## src/rtl/mac_pkg.sv

```systemverilog
package mac_pkg;
  parameter int OPW   = 16;
  parameter int MULW  = OPW + 1;
  parameter int PRODW = 2 * MULW;
  parameter int ACCW  = 40;
  parameter int NORMW = 32;
  parameter int RDW   = 16;
  parameter int NACC  = 2;

  typedef enum logic [2:0] {
    OP_CLR    = 3'd0,
    OP_SQD    = 3'd1,
    OP_SQDACC = 3'd2,
    OP_MAC    = 3'd3,
    OP_MSC    = 3'd4,
    OP_MPY    = 3'd5,
    OP_MPYN   = 3'd6,
    OP_MOVE   = 3'd7
  } mac_op_e;

  // Widen an operand to multiplier width, signed or unsigned.
  function automatic logic signed [MULW-1:0] widen(input logic [OPW-1:0] v, input logic sgn);
    widen = sgn ? {v[OPW-1], v} : {1'b0, v};
  endfunction

  function automatic logic writes_back(input mac_op_e op);
    writes_back = (op == OP_CLR) || (op == OP_MAC) || (op == OP_MSC) || (op == OP_MOVE);
  endfunction

  function automatic logic keeps_acc(input mac_op_e op);
    keeps_acc = (op == OP_SQDACC) || (op == OP_MAC) || (op == OP_MSC);
  endfunction

  // True when a wide value does not fit the 32-bit signed range.
  function automatic logic beyond_norm(input logic [ACCW:0] t);
    beyond_norm = !((&t[ACCW:NORMW-1]) || (~|t[ACCW:NORMW-1]));
  endfunction

  // True when a wide value does not fit the 40-bit signed range.
  function automatic logic beyond_full(input logic [ACCW:0] t);
    beyond_full = t[ACCW] ^ t[ACCW-1];
  endfunction

  function automatic logic [ACCW-1:0] clamp_acc(input logic [ACCW:0] t, input logic en,
                                                 input logic ext);
    logic [ACCW-1:0] r;
    r = t[ACCW-1:0];
    if (en && !ext && beyond_norm(t))
      r = t[ACCW] ? {{(ACCW-NORMW+1){1'b1}}, {(NORMW-1){1'b0}}}
                  : {{(ACCW-NORMW+1){1'b0}}, {(NORMW-1){1'b1}}};
    else if (en && ext && beyond_full(t))
      r = t[ACCW] ? {1'b1, {(ACCW-1){1'b0}}} : {1'b0, {(ACCW-1){1'b1}}};
    clamp_acc = r;
  endfunction

  // Round on bit 15, take bits 31:16, optionally saturate to 16 bits.
  function automatic logic [RDW-1:0] round_word(input logic [ACCW-1:0] a, input logic conv,
                                                input logic sat);
    logic [ACCW:0] inc;
    logic [ACCW:0] r;
    logic          tie;
    tie = (a[RDW-1:0] == {1'b1, {(RDW-1){1'b0}}});
    inc = (conv && tie && !a[RDW]) ? '0 : {{(ACCW-RDW+1){1'b0}}, 1'b1, {(RDW-1){1'b0}}};
    r   = {a[ACCW-1], a} + inc;
    if (sat && beyond_norm(r))
      round_word = r[ACCW] ? {1'b1, {(RDW-1){1'b0}}} : {1'b0, {(RDW-1){1'b1}}};
    else
      round_word = r[NORMW-1:NORMW-RDW];
  endfunction
endpackage

```

## src/rtl/mac_multiplier.sv

```systemverilog
module mac_multiplier
  import mac_pkg::*;
(
  input  logic [OPW-1:0]  x,
  input  logic [OPW-1:0]  y,
  input  logic            sgn,
  input  logic            frac,
  input  logic            square,
  output logic [ACCW-1:0] prod
);
  logic signed [MULW-1:0]  ex, ey, diff, ma, mb;
  logic signed [PRODW-1:0] p;
  logic        [ACCW-1:0]  pwide;

  always_comb begin
    ex    = widen(x, sgn);
    ey    = widen(y, sgn);
    diff  = ex - ey;
    ma    = square ? diff : ex;
    mb    = square ? diff : ey;
    p     = ma * mb;
    pwide = {{(ACCW-PRODW){p[PRODW-1]}}, p};
    prod  = frac ? (pwide << 1) : pwide;
  end
endmodule

```

## src/rtl/mac_acc_slice.sv

```systemverilog
module mac_acc_slice
  import mac_pkg::*;
(
  input  logic            clk,
  input  logic            rst_n,
  input  logic            upd,
  input  logic [2:0]      op,
  input  logic [ACCW-1:0] prod,
  input  logic            sat_en,
  input  logic            sat_ext,
  output logic [ACCW-1:0] acc,
  output logic            ovf,
  output logic            covf,
  output logic            clamp_hit
);
  mac_op_e       opc;
  logic [ACCW:0] base, pext, t;
  logic [ACCW-1:0] nxt;

  always_comb begin
    opc  = mac_op_e'(op);
    base = keeps_acc(opc) ? {acc[ACCW-1], acc} : '0;
    pext = {prod[ACCW-1], prod};
    case (opc)
      OP_CLR:          t = '0;
      OP_MSC, OP_MPYN: t = base - pext;
      default:         t = base + pext;
    endcase
    nxt       = clamp_acc(t, sat_en, sat_ext);
    clamp_hit = upd && (nxt != t[ACCW-1:0]);
  end

  always_ff @(posedge clk) begin
    if (!rst_n) begin
      acc  <= '0;
      ovf  <= 1'b0;
      covf <= 1'b0;
    end else if (upd) begin
      acc  <= nxt;
      ovf  <= beyond_norm(t);
      covf <= beyond_full(t);
    end
  end
endmodule

```

## src/rtl/mac_readout.sv

```systemverilog
module mac_readout
  import mac_pkg::*;
(
  input  logic [ACCW-1:0] acc,
  input  logic            conv,
  input  logic            sat,
  output logic [RDW-1:0]  word
);
  always_comb word = round_word(acc, conv, sat);
endmodule

```

## src/rtl/dsp_mac_engine.sv

```systemverilog
module dsp_mac_engine
  import mac_pkg::*;
(
  input  logic            clk,
  input  logic            rst_n,
  input  logic            op_valid,
  input  logic [2:0]      opcode,
  input  logic            acc_sel,
  input  logic [15:0]     x_in,
  input  logic [15:0]     y_in,
  input  logic            wb_en,
  input  logic            cfg_frac,
  input  logic            cfg_signed,
  input  logic            cfg_conv_rnd,
  input  logic            cfg_sat_a,
  input  logic            cfg_sat_b,
  input  logic            cfg_sat_rd,
  input  logic            cfg_sat_ext,
  output logic [39:0]     acc_a,
  output logic [39:0]     acc_b,
  output logic            ovf_a,
  output logic            ovf_b,
  output logic            covf_a,
  output logic            covf_b,
  output logic            wb_valid,
  output logic [15:0]     wb_data
);
  mac_op_e         opc;
  logic [ACCW-1:0] prod;
  logic            is_square;
  logic [ACCW-1:0] acc_q   [NACC];
  logic [NACC-1:0] acc_upd, ovf_q, covf_q, clamp_ev, sat_en;
  logic [ACCW-1:0] other_acc;
  logic [RDW-1:0]  rd_word;
  logic            wb_fire;

  assign opc       = mac_op_e'(opcode);
  assign is_square = (opc == OP_SQD) || (opc == OP_SQDACC);
  assign sat_en    = {cfg_sat_b, cfg_sat_a};

  mac_multiplier u_mul (
    .x(x_in), .y(y_in), .sgn(cfg_signed), .frac(cfg_frac),
    .square(is_square), .prod(prod)
  );

  for (genvar g = 0; g < NACC; g++) begin : g_acc
    assign acc_upd[g] = op_valid && (acc_sel == g[0]) && (opc != OP_MOVE);
    mac_acc_slice u_slice (
      .clk(clk), .rst_n(rst_n), .upd(acc_upd[g]), .op(opcode), .prod(prod),
      .sat_en(sat_en[g]), .sat_ext(cfg_sat_ext), .acc(acc_q[g]),
      .ovf(ovf_q[g]), .covf(covf_q[g]), .clamp_hit(clamp_ev[g])
    );
  end

  assign other_acc = acc_sel ? acc_q[0] : acc_q[1];
  assign wb_fire   = op_valid && wb_en && writes_back(opc);

  mac_readout u_rd (
    .acc(other_acc), .conv(cfg_conv_rnd), .sat(cfg_sat_rd), .word(rd_word)
  );

  always_ff @(posedge clk) begin
    if (!rst_n) begin
      wb_valid <= 1'b0;
      wb_data  <= '0;
    end else begin
      wb_valid <= wb_fire;
      if (wb_fire) wb_data <= rd_word;
    end
  end

  assign acc_a  = acc_q[0];
  assign acc_b  = acc_q[1];
  assign ovf_a  = ovf_q[0];
  assign ovf_b  = ovf_q[1];
  assign covf_a = covf_q[0];
  assign covf_b = covf_q[1];
endmodule

```

## config.mk

```make
export PLATFORM = sky130hd
export DESIGN_NAME = dsp_mac_engine
export DESIGN_NICKNAME = d
export VERILOG_FILES = /design/src/rtl/mac_pkg.sv /design/src/rtl/mac_multiplier.sv /design/src/rtl/mac_acc_slice.sv /design/src/rtl/mac_readout.sv /design/src/rtl/dsp_mac_engine.sv
export SDC_FILE = /design/constraint.sdc
export NUM_CORES = 1
export LEC_CHECK = 0
export BUFFER_PORTS_ARGS = -buffer_cell sky130_fd_sc_hd__buf_2
export CAP_MARGIN = 25
export CORE_UTILIZATION = 70
export CTS_CLUSTER_DIAMETER = 80
export DETAILED_ROUTE_END_ITERATION = 16
export PLACE_DENSITY = 0.9
export SYNTH_ARGS = -nofsm -noshare
export SYNTH_HDL_FRONTEND = slang
export SYNTH_SLANG_ARGS = --single-unit
```

## constraint.sdc

```tcl
create_clock -name clk -period 23.3 [get_ports clk]
set_clock_uncertainty 0.15 [all_clocks]
set_input_delay 2.33 -clock clk [delete_from_list [all_inputs] [get_ports clk]]
set_output_delay 2.33 -clock clk [all_outputs]
set_load 0.01 [all_outputs]
```

==> impl_metrics.tcl <==
set metrics [dict create \
    status "finished clean" \
    ys_seq_area_share_pct 8.32 \
    ys_types 107 \
    ant_nets 0 \
    setup.worst_path.class "in -> reg" \
    period_minus_slack_ns 18.91 \
    cts_sinks 101 \
    grt_util_met1_pct 51.3 \
    cp_max_fo 39 \
    crit_arrival_ns 19.01 \
    die_x_um 188 \
    io-pin-count 148 \
    grt.busiest_layer "met2" \
    grt_remaining_overflow 0 \
    min_period_over_period_pct 81.2 \
    initial_core_util_pct 71.7 \
    drcViolationCount 0 \
    synth.avg_cell_area_um2 7.83 \
    critPathCapture "g_acc[1].u_slice.acc[28]$_SDFFE_PN0P_" \
    cp_slowest_stage_delay_ns 0.64 \
    endpoint_kind "flop" \
    hp-class "reg -> reg" \
    seq_area_um2 2020 \
    h-tree-depth 3 \
    synthArstFlopShare_pct 0 \
    grt_pass1_vias 23700 \
    syn_area_um2 24300 \
    grt_antenna_before_repair 0 \
    maxCapViolCount 0 \
    worst_path_max_delay_cell "nor4_2" \
    synthToLayoutAreaGrowth_pct 5.63 \
    final-setup-viol-count 0 \
    grt_use_total_pct 40.8 \
    timing.rr.end "g_acc[1].u_slice.acc[28]$_SDFFE_PN0P_" \
    postCtsSetupBuffers 0 \
    multi_input_area_um2 20300 \
    gp_congestion 1.02 \
    final_nets 3676 \
    ctsResizeCount 0 \
    drive_above_1_share_pct 8.36 \
    routed_wl_um 71600 \
    slew_headroom_pct 21.2 \
    coreArea_um2 33900 \
    viasPerCell 6.55 \
    critPathLaunch "x_in[0]" \
    avgRoutedWirePerCell_um 19.8 \
    layout.filler_cells 2513 \
    clkLatencyLatePin_ns 0.36 \
    cts_made_buffers 9 \
    root_buffer "clkbuf_16" \
    tightest_slew_ns 1.18 \
    die_h_um 188 \
    synth_nets 3624 \
    met2_usage_pct 69.2 \
    clk_pin_slew_ns 0.07 \
    synthFlopType "dfxtp_1" \
    vias 23600 \
    cts_tree "built" \
    grt_use_met3_pct 5.12 \
    r2r-start "g_acc[1].u_slice.acc[0]$_SDFFE_PN0P_" \
    dieArea_um2 35500 \
    drv_slew 0 \
    ys_ff_latch 101 \
    clock_path_buffers 2 \
    grt_setup_unrepaired "false" \
    hpwl_um 57700 \
    num_rows 67 \
    rr_worst_depth 26 \
    cts_hold_buf 0 \
    dr.pass1.iters 6 \
    synthCells 3102 \
    crit_required_ns 23.39 \
    grt_pass1_wl_um 118000 \
    synth-edff-count 0 \
    port_buffers 147 \
    worst-r2r-setup-slack_ns 15.65 \
    drt_iter0_markers 2385 \
    grt_max_degree 93 \
    max_freq_mhz 52.9 \
    cp_common_cell "o21ai_0" \
    ys_warn_count 0 \
    startpoint_type "primary input" \
    finalHoldViolCount 0 \
    diodes 0 \
    tns_ns 0 \
]
==> how the worst min path moves through the flow <==
stage | cells after the start | start | endpoint
global route | 2 | wb_data[15]$_SDFFE_PN0P_ | wb_data[15]$_SDFFE_PN0P_
finish | 2 | g_acc[1].u_slice.covf$_SDFFE_PN0P_ | g_acc[1].u_slice.covf$_SDFFE_PN0P_
detailed placement | 2 | g_acc[1].u_slice.covf$_SDFFE_PN0P_ | g_acc[1].u_slice.covf$_SDFFE_PN0P_
global placement | 2 | g_acc[1].u_slice.covf$_SDFFE_PN0P_ | g_acc[1].u_slice.covf$_SDFFE_PN0P_
CTS | 2 | g_acc[1].u_slice.covf$_SDFFE_PN0P_ | g_acc[1].u_slice.covf$_SDFFE_PN0P_
floorplan | 2 | wb_data[15]$_SDFFE_PN0P_ | wb_data[15]$_SDFFE_PN0P_
==> flip-flops by register name (all words and copies together) (netlist names) <==
signal              flops
g_acc.u_slice.acc      80
wb_data                16
g_acc.u_slice.covf      2
g_acc.u_slice.ovf       2
wb_valid                1
==> Yosys cell counts (30+ instances only) <==
library cell	n	area, um2
dfxtp_1	101	2020
and2_1	87	544
xor2_1	53	464
nand3_1	55	275
xnor2_1	95	832
nor2b_1	30	188
o21ai_0	172	861
nor2_1	306	1150
a21oi_1	184	921
inv_1	376	1410
nor3_1	45	225
o211ai_1	34	255
clkbuf_1	104	390
nand2b_1	34	213
ha_1	175	2190
a21o_1	70	526
nand2_1	315	1180
fa_1	300	6010
a22o_1	73	639
==> layout make-up <==
class | count | area share, %
clock inverter | 6 | 0.278
multi-input combinational | 2483 | 79.3
timing repair buffer | 181 | 3.94
tap | 448 | 2.18
sequential | 101 | 7.88
clock buffer | 10 | 0.931
inverter | 378 | 5.53
==> cells in the final DEF (no fill, tap or decap), types with 9 or more instances in the layout <==
cell type	Yosys	routed
xnor2_1	95	95
or3_1	17	17
nand3_1	55	55
nand2b_1	34	34
nand4_1	19	19
xor2_1	53	53
a21oi_1	184	183
mux2i_1	26	25
ha_1	175	175
o21ai_1	19	19
buf_2	13	147
buf_4	2	32
and3_1	28	28
a21boi_0	20	20
nor3_1	45	45
a211oi_1	17	17
o21ai_0	172	172
o21a_1	21	21
inv_1	376	376
o31ai_1	13	13
nor4_1	21	21
dfxtp_1	101	101
a31oi_1	25	24
or2_2	11	11
a21o_1	70	70
o211ai_1	34	34
fa_1	300	300
nand2_1	315	315
and2_1	87	87
a22o_1	73	73
nor2_1	306	304
a211o_1	18	18
nor2b_1	30	28
o211a_1	22	22
clkbuf_16	0	9
==> cells by family after synthesis <==
kind of cell	Yosys count	share of synthesized area, %
flops	101	8.32
buf+inv	518	8.16
simple gates	1009	19.5
mux	32	1.36
fa+ha+maj	480	33.9
xor+xnor	153	5.78
compound gates	809	22.9
==> per-layer routing <==
metal,vias up,routed length (um)
met5,-,0
met4,0,3680
met3,260,6270
met2,1367,33800
met1,11300,27800
li1,10700,-
==> worst max-delay path, delay by kind of cell <==
kind	cells	cell delay (ns)
compound gates	33	7.14
fa+ha+maj	11	4.56
simple gates	14	3.07
buf+inv	7	1.01
mux	3	0.85
==> through the flow <==
stage	setup WS (ns)	area, um2	hold slack (ns)	util, %	std cells
floorplan	6.58	24300	0.326	-	3102
global placement	4.78	25300	0.294	74.7	3588
detailed placement	4.32	25300	0.298	74.8	3589
CTS	4.62	25600	0.309	75.7	3605
global route	3.16	25700	0.332	75.8	3607
finish	4.39	25700	0.308	75.8	3607
Power is not shown: default switching activity piles up to over one toggle a cycle in this logic, so the estimate is an artifact.
